[src/rtl/wpc_pkg.sv]
package wpc_pkg;
  localparam int ADDR_W   = 13;
  localparam int DATA_W   = 8;
  localparam int SEQ_LEN  = 6;
  localparam int STEP_W   = $clog2(SEQ_LEN);
  localparam int ARM_STEP = 2;

  typedef enum logic [1:0] {PEND_NONE, PEND_ARM, PEND_DISARM} pend_t;

  typedef struct packed {
    logic gapClr;
    logic gapRun;
  } gapCtl_t;

  // Expected address of each step of the long (disarm) sequence
  function automatic logic [ADDR_W-1:0] stepAddr(input logic [STEP_W-1:0] idx);
    return (idx == 3'd1 || idx == 3'd4) ? ADDR_W'(16'h0AAA) : ADDR_W'(16'h1555);
  endfunction

  // Expected data of each step of the long (disarm) sequence
  function automatic logic [DATA_W-1:0] stepData(input logic [STEP_W-1:0] idx);
    case (idx)
      3'd0, 3'd3: return 8'hAA;
      3'd1, 3'd4: return 8'h55;
      3'd2:       return 8'h80;
      default:    return 8'h20;
    endcase
  endfunction

  localparam logic [DATA_W-1:0] ARM_DATA = 8'hA0;
endpackage

[src/rtl/wpc_datapath.sv]
module wpc_datapath
  import wpc_pkg::*;
#(
  parameter int LOAD_WIN = 8
) (
  input  logic              clk,
  input  logic              rstN,
  input  logic [ADDR_W-1:0] wrAddr,
  input  logic [DATA_W-1:0] wrData,
  input  logic [STEP_W-1:0] stepIdx,
  input  gapCtl_t           gapCtl,
  output logic              hitStep,
  output logic              hitArm,
  output logic              gapExp
);
  localparam int GAP_W = $clog2(LOAD_WIN + 1);
  localparam logic [GAP_W-1:0] GAP_LAST = GAP_W'(LOAD_WIN - 1);

  logic [GAP_W-1:0] gapCnt;

  always_comb begin
    hitStep = (wrAddr == stepAddr(stepIdx)) && (wrData == stepData(stepIdx));
    hitArm  = (stepIdx == STEP_W'(ARM_STEP)) && (wrAddr == stepAddr(stepIdx))
              && (wrData == ARM_DATA);
    gapExp  = (gapCnt == GAP_LAST);
  end

  always_ff @(posedge clk or negedge rstN) begin
    if (!rstN) begin
      gapCnt <= '0;
    end else if (gapCtl.gapClr) begin
      gapCnt <= '0;
    end else if (gapCtl.gapRun && gapCnt != GAP_LAST) begin
      gapCnt <= gapCnt + 1'b1;
    end
  end


  gap_bound_chk: assert property (@(posedge clk) disable iff (!rstN)
    gapCnt <= GAP_LAST);


  step_range_chk: assert property (@(posedge clk) disable iff (!rstN)
    stepIdx < STEP_W'(SEQ_LEN));
endmodule

[src/rtl/wpc_control.sv]
module wpc_control
  import wpc_pkg::*;
(
  input  logic              clk,
  input  logic              rstN,
  input  logic              wrStb,
  input  logic              engBusy,
  input  logic              engDone,
  input  logic              hitStep,
  input  logic              hitArm,
  input  logic              gapExp,
  output logic [STEP_W-1:0] stepIdx,
  output gapCtl_t           gapCtl,
  output logic              wrAllow,
  output logic              dummyReq,
  output logic              protOn
);
  localparam logic [STEP_W-1:0] LAST_STEP = STEP_W'(SEQ_LEN - 1);

  logic              pageOpen, pageData, waitDone;
  pend_t             pend;
  logic [STEP_W-1:0] stepN;
  logic              pageOpenN, pageDataN, waitDoneN, protN;
  pend_t             pendN;
  logic              accept, active, expire;

  // protection storage: power-up value only, never touched by rstN
  logic protReg = 1'b0;
  assign protOn = protReg;

  always_comb begin
    accept    = wrStb && !engBusy;
    active    = pageOpen || (stepIdx != '0);
    expire    = active && !accept && gapExp;
    stepN     = stepIdx;
    pageOpenN = pageOpen;
    pageDataN = pageData;
    waitDoneN = waitDone;
    pendN     = pend;
    protN     = protReg;
    wrAllow   = 1'b0;
    dummyReq  = 1'b0;
    gapCtl.gapClr = !active;
    gapCtl.gapRun = active;

    if (accept) begin
      if (pageOpen) begin
        wrAllow       = 1'b1;
        pageDataN     = 1'b1;
        gapCtl.gapClr = 1'b1;
      end else if (hitArm) begin
        stepN         = '0;
        pageOpenN     = 1'b1;
        pageDataN     = 1'b0;
        pendN         = PEND_ARM;
        gapCtl.gapClr = 1'b1;
      end else if (hitStep) begin
        gapCtl.gapClr = 1'b1;
        if (stepIdx == LAST_STEP) begin
          stepN     = '0;
          pageOpenN = 1'b1;
          pageDataN = 1'b0;
          pendN     = PEND_DISARM;
        end else begin
          stepN = stepIdx + 1'b1;
        end
      end else begin
        stepN    = '0;
        wrAllow  = !protReg;
        dummyReq = protReg;
      end
    end else if (expire) begin
      stepN = '0;
      if (pageOpen) begin
        pageOpenN = 1'b0;
        waitDoneN = 1'b1;
        dummyReq  = !pageData;
      end
    end

    if (waitDone && engDone) begin
      waitDoneN = 1'b0;
      protN     = (pend == PEND_ARM);
      pendN     = PEND_NONE;
    end
  end

  always_ff @(posedge clk or negedge rstN) begin
    if (!rstN) begin
      stepIdx  <= '0;
      pageOpen <= 1'b0;
      pageData <= 1'b0;
      waitDone <= 1'b0;
      pend     <= PEND_NONE;
    end else begin
      stepIdx  <= stepN;
      pageOpen <= pageOpenN;
      pageData <= pageDataN;
      waitDone <= waitDoneN;
      pend     <= pendN;
    end
  end

  always_ff @(posedge clk) begin
    protReg <= rstN ? protN : protReg;
  end


  prot_on_done_chk: assert property (@(posedge clk) disable iff (!rstN)
    !$stable(protReg) |-> $past(engDone));


  arm_source_chk: assert property (@(posedge clk) disable iff (!rstN)
    $rose(protReg) |-> $past(pend) == PEND_ARM);


  guarded_pass_chk: assert property (@(posedge clk) disable iff (!rstN)
    wrAllow |-> (!protReg || pageOpen));


  busy_block_chk: assert property (@(posedge clk) disable iff (!rstN)
    engBusy |-> !wrAllow);
endmodule

[src/rtl/wprot_cmd_guard.sv]
module wprot_cmd_guard
  import wpc_pkg::*;
#(
  parameter int LOAD_WIN = 8
) (
  input  logic              clk,
  input  logic              rstN,
  input  logic              wrStb,
  input  logic [ADDR_W-1:0] wrAddr,
  input  logic [DATA_W-1:0] wrData,
  input  logic              engBusy,
  input  logic              engDone,
  output logic              wrAllow,
  output logic              dummyReq,
  output logic              protOn
);
  logic [STEP_W-1:0] stepIdx;
  gapCtl_t           gapCtl;
  logic              hitStep, hitArm, gapExp;

  wpc_datapath #(.LOAD_WIN(LOAD_WIN)) u_dp (
    .clk(clk), .rstN(rstN), .wrAddr(wrAddr), .wrData(wrData),
    .stepIdx(stepIdx), .gapCtl(gapCtl),
    .hitStep(hitStep), .hitArm(hitArm), .gapExp(gapExp)
  );

  wpc_control u_ctl (
    .clk(clk), .rstN(rstN), .wrStb(wrStb), .engBusy(engBusy),
    .engDone(engDone), .hitStep(hitStep), .hitArm(hitArm), .gapExp(gapExp),
    .stepIdx(stepIdx), .gapCtl(gapCtl),
    .wrAllow(wrAllow), .dummyReq(dummyReq), .protOn(protOn)
  );
endmodule

[config.mk]
export PLATFORM = sky130hd
export DESIGN_NAME = wprot_cmd_guard
export DESIGN_NICKNAME = d
export VERILOG_FILES = /design/src/rtl/wpc_pkg.sv /design/src/rtl/wpc_datapath.sv /design/src/rtl/wpc_control.sv /design/src/rtl/wprot_cmd_guard.sv
export SDC_FILE = /design/constraint.sdc
export NUM_CORES = 1
export LEC_CHECK = 0
export BUFFER_PORTS_ARGS = -buffer_cell sky130_fd_sc_hd__clkbuf_2
export CORE_UTILIZATION = 46
export DETAILED_ROUTE_END_ITERATION = 12
export PLACE_DENSITY = 0.71
export SYNTH_ARGS = -nofsm -noshare
export SYNTH_HDL_FRONTEND = slang
export SYNTH_HIERARCHICAL = 1
export SYNTH_SLANG_ARGS = --single-unit
[constraint.sdc]
create_clock -name clk -period 2.8 [get_ports clk]
set_clock_uncertainty 0.2 [all_clocks]
set_input_delay 0.56 -clock clk [delete_from_list [all_inputs] [get_ports clk]]
set_output_delay 0.56 -clock clk [all_outputs]
set_load 0.02 [all_outputs]
==> results of run 1 <==
## report_power, final
part	switching (uW)	total, uW	leakage (uW)	internal [uW]
clock	56.6	112	0.0000150	55.2
combinational	30.0	63.7	0.000478	33.7
sequential	0.0000186	189	0.000174	189
total	86.6	365	0.000668	278
## worst max path at each step
stage          endpoint  cells past startpoint
2_1_floorplan  dummyReq                      7
3_3_place_gp   dummyReq                      9
3_5_place_dp   dummyReq                      9
4_1_cts        dummyReq                      9
5_1_grt         wrAllow                      9
6_report        wrAllow                      9
## kinds of logic (layout without fill, tap and decap cells)
group / after synthesis / in the layout
DFF: 13 / 13
adders and majority gates: 1 / 1
muxes: 3 / 3
and+or+nand+nor: 69 / 69
xor gates and xnor gates: 5 / 5
buffers and inverters: 11 / 56
AOI/OAI and AO/OA: 23 / 23
## final cells by class
| type | instances | share of cell area, % |
|---|---|---|
| clock buffer | 4 | 1.79 |
| sequential | 13 | 22.5 |
| multi-input combinational | 101 | 51.0 |
| tap | 28 | 2.39 |
| timing repair buffer | 47 | 21.0 |
| inverter | 5 | 1.28 |
## state kept, by name, indices dropped and copies added, names as in the netlist
signal	flops
u_ctl/protOn	1
u_ctl/stepIdx	3
u_ctl/waitDone	1
u_ctl/pend	2
u_dp/gapCnt	4
u_ctl/pageData	1
u_ctl/pageOpen	1
## what timing repair did
item	4_1_cts	5_1_grt
setup endpoints to repair	2	2
setup buffers	3	2
gates resized for setup	9	3
pin swaps	9	4
hold endpoints to repair	12	0
hold buffers	1	0
## synth_stat cells (2+ instances only)
cell and count:
nand3_1 9, and3_1 3, and4b_1 2, o21ai_0 3, nand2_1 13, nand4_1 5, nor3_1 4, buf_4 3
dfrtp_1 12, o22ai_1 2, nor4bb_1 2, nor2b_1 7, inv_1 5, nand4b_1 2, nor3b_1 2, mux2i_1 2
xor2_1 3, o211ai_1 3, nor2_1 11, a21oi_1 4, or4_4 2, a21o_1 2
## metal layers
metal | up-vias | routed length (um) | global-route usage (%)
met1 | 517 | 1180 | 28.1
met3 | 4 | 94 | 6.36
met4 | 0 | 27 | 6.94
li1 | 558 | - | -
met5 | - | 0 | 0
met2 | 22 | 1340 | 42.4
## worst max-delay path: stages
cell	delay (ns)
buf_6	0.09
or4_4	0.52
o21ba_4	0.25
o22ai_4	0.06
a2111oi_4	0.27
nor3_1	0.09
nor2_1	0.11
nor2_1	0.07
clkbuf_2	0.15
## through the flow
stage,TNS [ns],utilization [%],power [uW],hold slack (ns),instances
after global routing,-0.500,66.3,387,0.294,198
final,-0.286,66.3,365,0.288,198
after CTS,-0.240,65.0,370,0.279,196
after floorplan,0,-,215,0.0644,125
after global placement,-0.449,60.1,249,0.258,188
after detailed placement,-0.676,60.1,252,0.278,188
==> flow_summary.yaml, run 1 <==
outcome:
  outcome: "complete, but fails checks"
  violations: "setup timing"
placed_design:
  gp_congestion: 0.797
  place_area_um2: 1330
  pre_cts_ws_ns: -0.275
  dp_hpwl_mm: 2.04
  numPortBuffers: 28
floorplan:
  dieWidth_um: 50.3
  core_um2: 2210
  fp.dieArea_um2: 2530
  die_y_um: 50.3
  num_rows: 17
  start_util_pct: 48.5
  pin_count: 29
drt:
  finalWirelength_mm: 2.64
  vias: 1101
  first_pass_iters: 4
  routedWlPerCell_um: 13.3
  drt_iter0_markers: 26
  drc_errors: 0
  ant_nets: 0
  via_per_inst: 5.56
clock_network:
  path_clk_slew_ns: 0.07
  clockBufferDepth: 2
  clock_sinks: 13
  cts_tree: "built"
  cts_buffers: 3
  clock_latency_ns: 0.27
  h-tree-depth: 1
  cts-root-buf: "clkbuf_4"
critical_path:
  rrSetupSlack_ns: 0.21
  start_kind: "input pin"
  endpoint_kind: "primary output"
  reg2reg_from: "u_ctl/stepIdx[2]"
  path_class: "in2out"
  reg2reg_depth: 9
  cp_max_fo: 4
  crit_start: "wrData[6]"
  worst_ep_arrival_time_ns: 2.18
  regToRegEndpoint: "u_ctl/pend[1]"
  cp.required_ns: 2.04
grt:
  grt_pass1_wl_mm: 4.66
  grt_pass1_vias: 1147
  grt_max_degree: 17
  grt_use_total_pct: 24.0
  antenna_found_initial: 0
  overflow: 0
finish:
  syn_to_final_growth_pct: 36.6
  fillers: 194
  mostFrequentLayoutCells: "26 x clkbuf_2, 16 x buf_4, 13 x nand2_1"
  final_common_cell: "clkbuf_2"
  n_antenna_cell: 0
  drive_gt1_share_pct: 37.1
  fin_nets: 198
  final_cell_area_um2: 1470
  multi_input_area_um2: 748
  regArea_um2: 330
yosys:
  synthTopCellsByArea: "dfrtp_1 28%, nand2_1 4.5%, nand3_1 4.2%"
  synth-async-reset-ratio_pct: 92.3
  synth_edf_count: 1
  ys_warn_count: 6
  synth_top_cell_by_area: "dfrtp_1"
  synth_area_um2: 1070
  synth-compound-area-share_pct: 17.1
  ys_seq_elements: 13
  synth_fp_nets: 152
  synth_mux_area_share_pct: 2.91
  synth_ff_type: "dfrtp_1"
  synth_top_family_by_area: "simple AND/OR/NAND/NOR gates"
  syn_inst: 125
  syn_avg_cell_area_um2: 8.59
  synth.distinct_cells: 46
  synth_top_area_share_pct: 28.0
  yosys.area_share.xor_xnor_pct: 4.78
  yosys.area_share.adder_pct: 1.17
  synthSimpleGateAreaFrac_pct: 37.5
  yosysSeqAreaShare_pct: 30.8
timing:
  fmax_mhz: 340
  rsz0062_at_grt: "true"
  fin_crit_sh_pct: 105
  layout_setup_ws_ns: -0.143
  slew_headroom_pct: 73.3
  worst_slew_pin_slew_ns: 0.399
  setup_violations: 2
  period_needed_ns: 2.94
  hold_violations: 0
  slew_violations: 0
power_and_ir_drop:
  leakagePower_uw: 0.000668
  cellPowerDensity_nw_per_um2: 249
  peakVddDrop_mv: 0.246
hold_path:
  min_path_type: "in2reg"
  holdPathStages: 2
  hp-start: "engDone"
  worst_hold_path.endpoint: "u_ctl/waitDone"
run:
  maxCapViolCount: 0
Power figures use the tool's default switching activity.
==> run 2, diff against run 1 <==
--- a/config.mk
+++ b/config.mk
@@ -6,9 +6,10 @@
 export NUM_CORES = 1
 export LEC_CHECK = 0
 export BUFFER_PORTS_ARGS = -buffer_cell sky130_fd_sc_hd__clkbuf_2
-export CORE_UTILIZATION = 46
+export CORE_UTILIZATION = 49
+export CTS_BUF_LIST = sky130_fd_sc_hd__clkbuf_8
 export DETAILED_ROUTE_END_ITERATION = 12
-export PLACE_DENSITY = 0.71
+export PLACE_DENSITY = 0.75
 export SYNTH_ARGS = -nofsm -noshare
 export SYNTH_HDL_FRONTEND = slang
 export SYNTH_HIERARCHICAL = 1
==> run 2 against run 1 <==
Largest cell class unchanged. Clock power is 41% higher. The run still ends with setup timing left. Count of clock-buffer cells in the layout is 1 lower. Power is 12% higher. Via count is 4.4% higher. Sequential power hardly changed. Routed wire length is 11% higher. Combinational power is 3.8% lower. Critical endpoint is now dummyReq.
==> flow_summary.yaml, run 2 (synthesis results as in run 1) <==
clock_network:
  h-tree-depth: 1
  cts_tree: "built"
  cts_buffers: 3
  path_clk_slew_ns: 0.05
  cts-root-buf: "clkbuf_8"
  clock_latency_ns: 0.24
  clockBufferDepth: 2
  clock_sinks: 13
timing:
  period_needed_ns: 3.04
  hold_violations: 0
  slew_headroom_pct: 73.2
  worst_slew_pin_slew_ns: 0.401
  layout_setup_ws_ns: -0.240
  slew_violations: 0
  fin_tns_setup_ns: -1.06
  rsz0062_at_grt: "true"
  fmax_mhz: 329
  fin_crit_sh_pct: 109
  setup_violations: 6
drt:
  vias: 1149
  drc_errors: 0
  routedWlPerCell_um: 15.0
  first_pass_iters: 4
  drt_iter0_markers: 24
  finalWirelength_mm: 2.93
  ant_nets: 0
  via_per_inst: 5.86
floorplan:
  core_um2: 2000
  die_y_um: 48.8
  num_rows: 16
  dieWidth_um: 48.8
  pin_count: 29
  start_util_pct: 53.6
  fp.dieArea_um2: 2380
power_and_ir_drop:
  swShare_pct: 22.6
  total_power_uw: 409
  power_frac_seq_pct: 46.4
  switchingPower_uw: 92.7
  power_frac_comb_pct: 15.0
  power.share.clock_pct: 38.6
  leakagePower_uw: 0.000673
  internal_power_uw: 317
  peakVddDrop_mv: 0.343
  cellPowerDensity_nw_per_um2: 276
grt:
  grt_use_met2_pct: 49.5
  grt_pass1_vias: 1154
  overflow: 0
  grtUsageMet3_pct: 5.30
  grt_pass1_wl_mm: 4.79
  antenna_found_initial: 0
  use_met1_pct: 28.6
  grt_max_degree: 17
  grt_busiest_layer: "met2"
  grt_use_total_pct: 25.6
critical_path:
  worst_ep_arrival_time_ns: 2.28
  regToRegEndpoint: "u_ctl/pend[1]"
  cp_max_fo: 4
  reg2reg_from: "u_ctl/stepIdx[1]"
  cp_num_cells: 9
  start_kind: "input pin"
  crit_family: "simple AND/OR/NAND/NOR gates"
  cp_num_buf_inv: 2
  endpoint_kind: "primary output"
  reg2reg_depth: 12
  max_stage_delay_ns: 0.35
  crit_start: "wrAddr[0]"
  rrSetupSlack_ns: -0.13
  path_class: "in2out"
  slowest_stage: "a2111oi_4"
  cp_cell_sequence: "clkbuf_2 > nor4bb_2 > nand4_1 > mux2_4 > a2111oi_4 > nor2_1 > nand3_1 > o22ai_2 > clkbuf_8"
  crit_end: "dummyReq"
  cp.required_ns: 2.04
finish:
  mostFrequentLayoutCells: "26 x clkbuf_2, 19 x buf_4, 13 x nand2_1"
  final_common_cell: "clkbuf_2"
  top_register: "u_dp/gapCnt"
  top_regs: "u_dp/gapCnt x4, u_ctl/stepIdx x3, u_ctl/pend x2"
  drive_gt1_share_pct: 39.6
  largest_reg_flops: 4
  fin_nets: 197
  utilization_pct: 73.9
  syn_to_final_growth_pct: 37.9
  n_antenna_cell: 0
placed_design:
  dp_hpwl_mm: 2.04
  numPortBuffers: 28
  gp_congestion: 0.819
run:
  maxCapViolCount: 0
outcome:
  violations: "setup timing"
  outcome: "complete, but fails checks"
hold_path:
  min_path_type: "in2async"
==> run 2: per-stage QoR <==
stage	cell area, um^2	worst slack (ns)	std cells	hold WS [ns]
floorplan	1100	0.00793	125	0.0644
global placement	1310	-0.234	185	0.263
detailed placement	1310	-0.328	185	0.272
CTS	1450	-0.208	195	0.0183
global route	1480	-0.301	196	0.0247
finish	1480	-0.240	196	0.00750
==> run 2: power by group through the flow <==
stage               clock network, uW  logic (uW)  registers, uW
floorplan                           0        21.5            193
detailed placement                  0        56.1            193
CTS                               163        58.6            190
global placement                    0        53.6            193
finish                            158        61.3            190
global route                      173        67.1            190
==> run 2: per-layer routing <==
layer  part of all wire (%)  vias to the layer above
met5                      0                        -
met4                    2.0                        0
met3                    4.0                        8
met2                     54                       36
met1                     40                      552
li1                       -                      553
==> run 2: worst min-delay path by stage <==
stage | endpoint | slack, ns | cells past startpoint
6_report | u_ctl/stepIdx[1] | 0.007 | 1
3_3_place_gp | u_ctl/stepIdx[1] | 0.26 | 1
5_1_grt | u_ctl/stepIdx[1] | 0.02 | 1
2_1_floorplan | u_ctl/pageData | 0.06 | 0
3_5_place_dp | u_ctl/stepIdx[1] | 0.27 | 1
4_1_cts | u_ctl/pend[0] | 0.02 | 1
==> run 2: final cells by class <==
class | count | area (um^2)
clock buffers | 3 | 41.3
clock inverters | 1 | 3.75
fillers | 162 | 522
inverters | 5 | 18.8
multi-input cells | 101 | 766
flip-flops and latches | 13 | 330
repair buffers | 46 | 287
well taps | 27 | 33.8
==> run 2: what timing repair did <==
action,4_1_cts,5_1_grt
pin swaps,7,4
hold buffers,0,0
setup endpoints to repair,2,6
gates resized for setup,8,9
buffers inserted,6,1
==> run 2: worst register-to-register path, delay by kind of cell (launching register included) <==
kind | cells | cell delay (ns)
compound gates | 4 | 1.07
buf+inv | 5 | 0.53
simple gates | 2 | 0.42
flops | 1 | 0.40
mux | 1 | 0.22
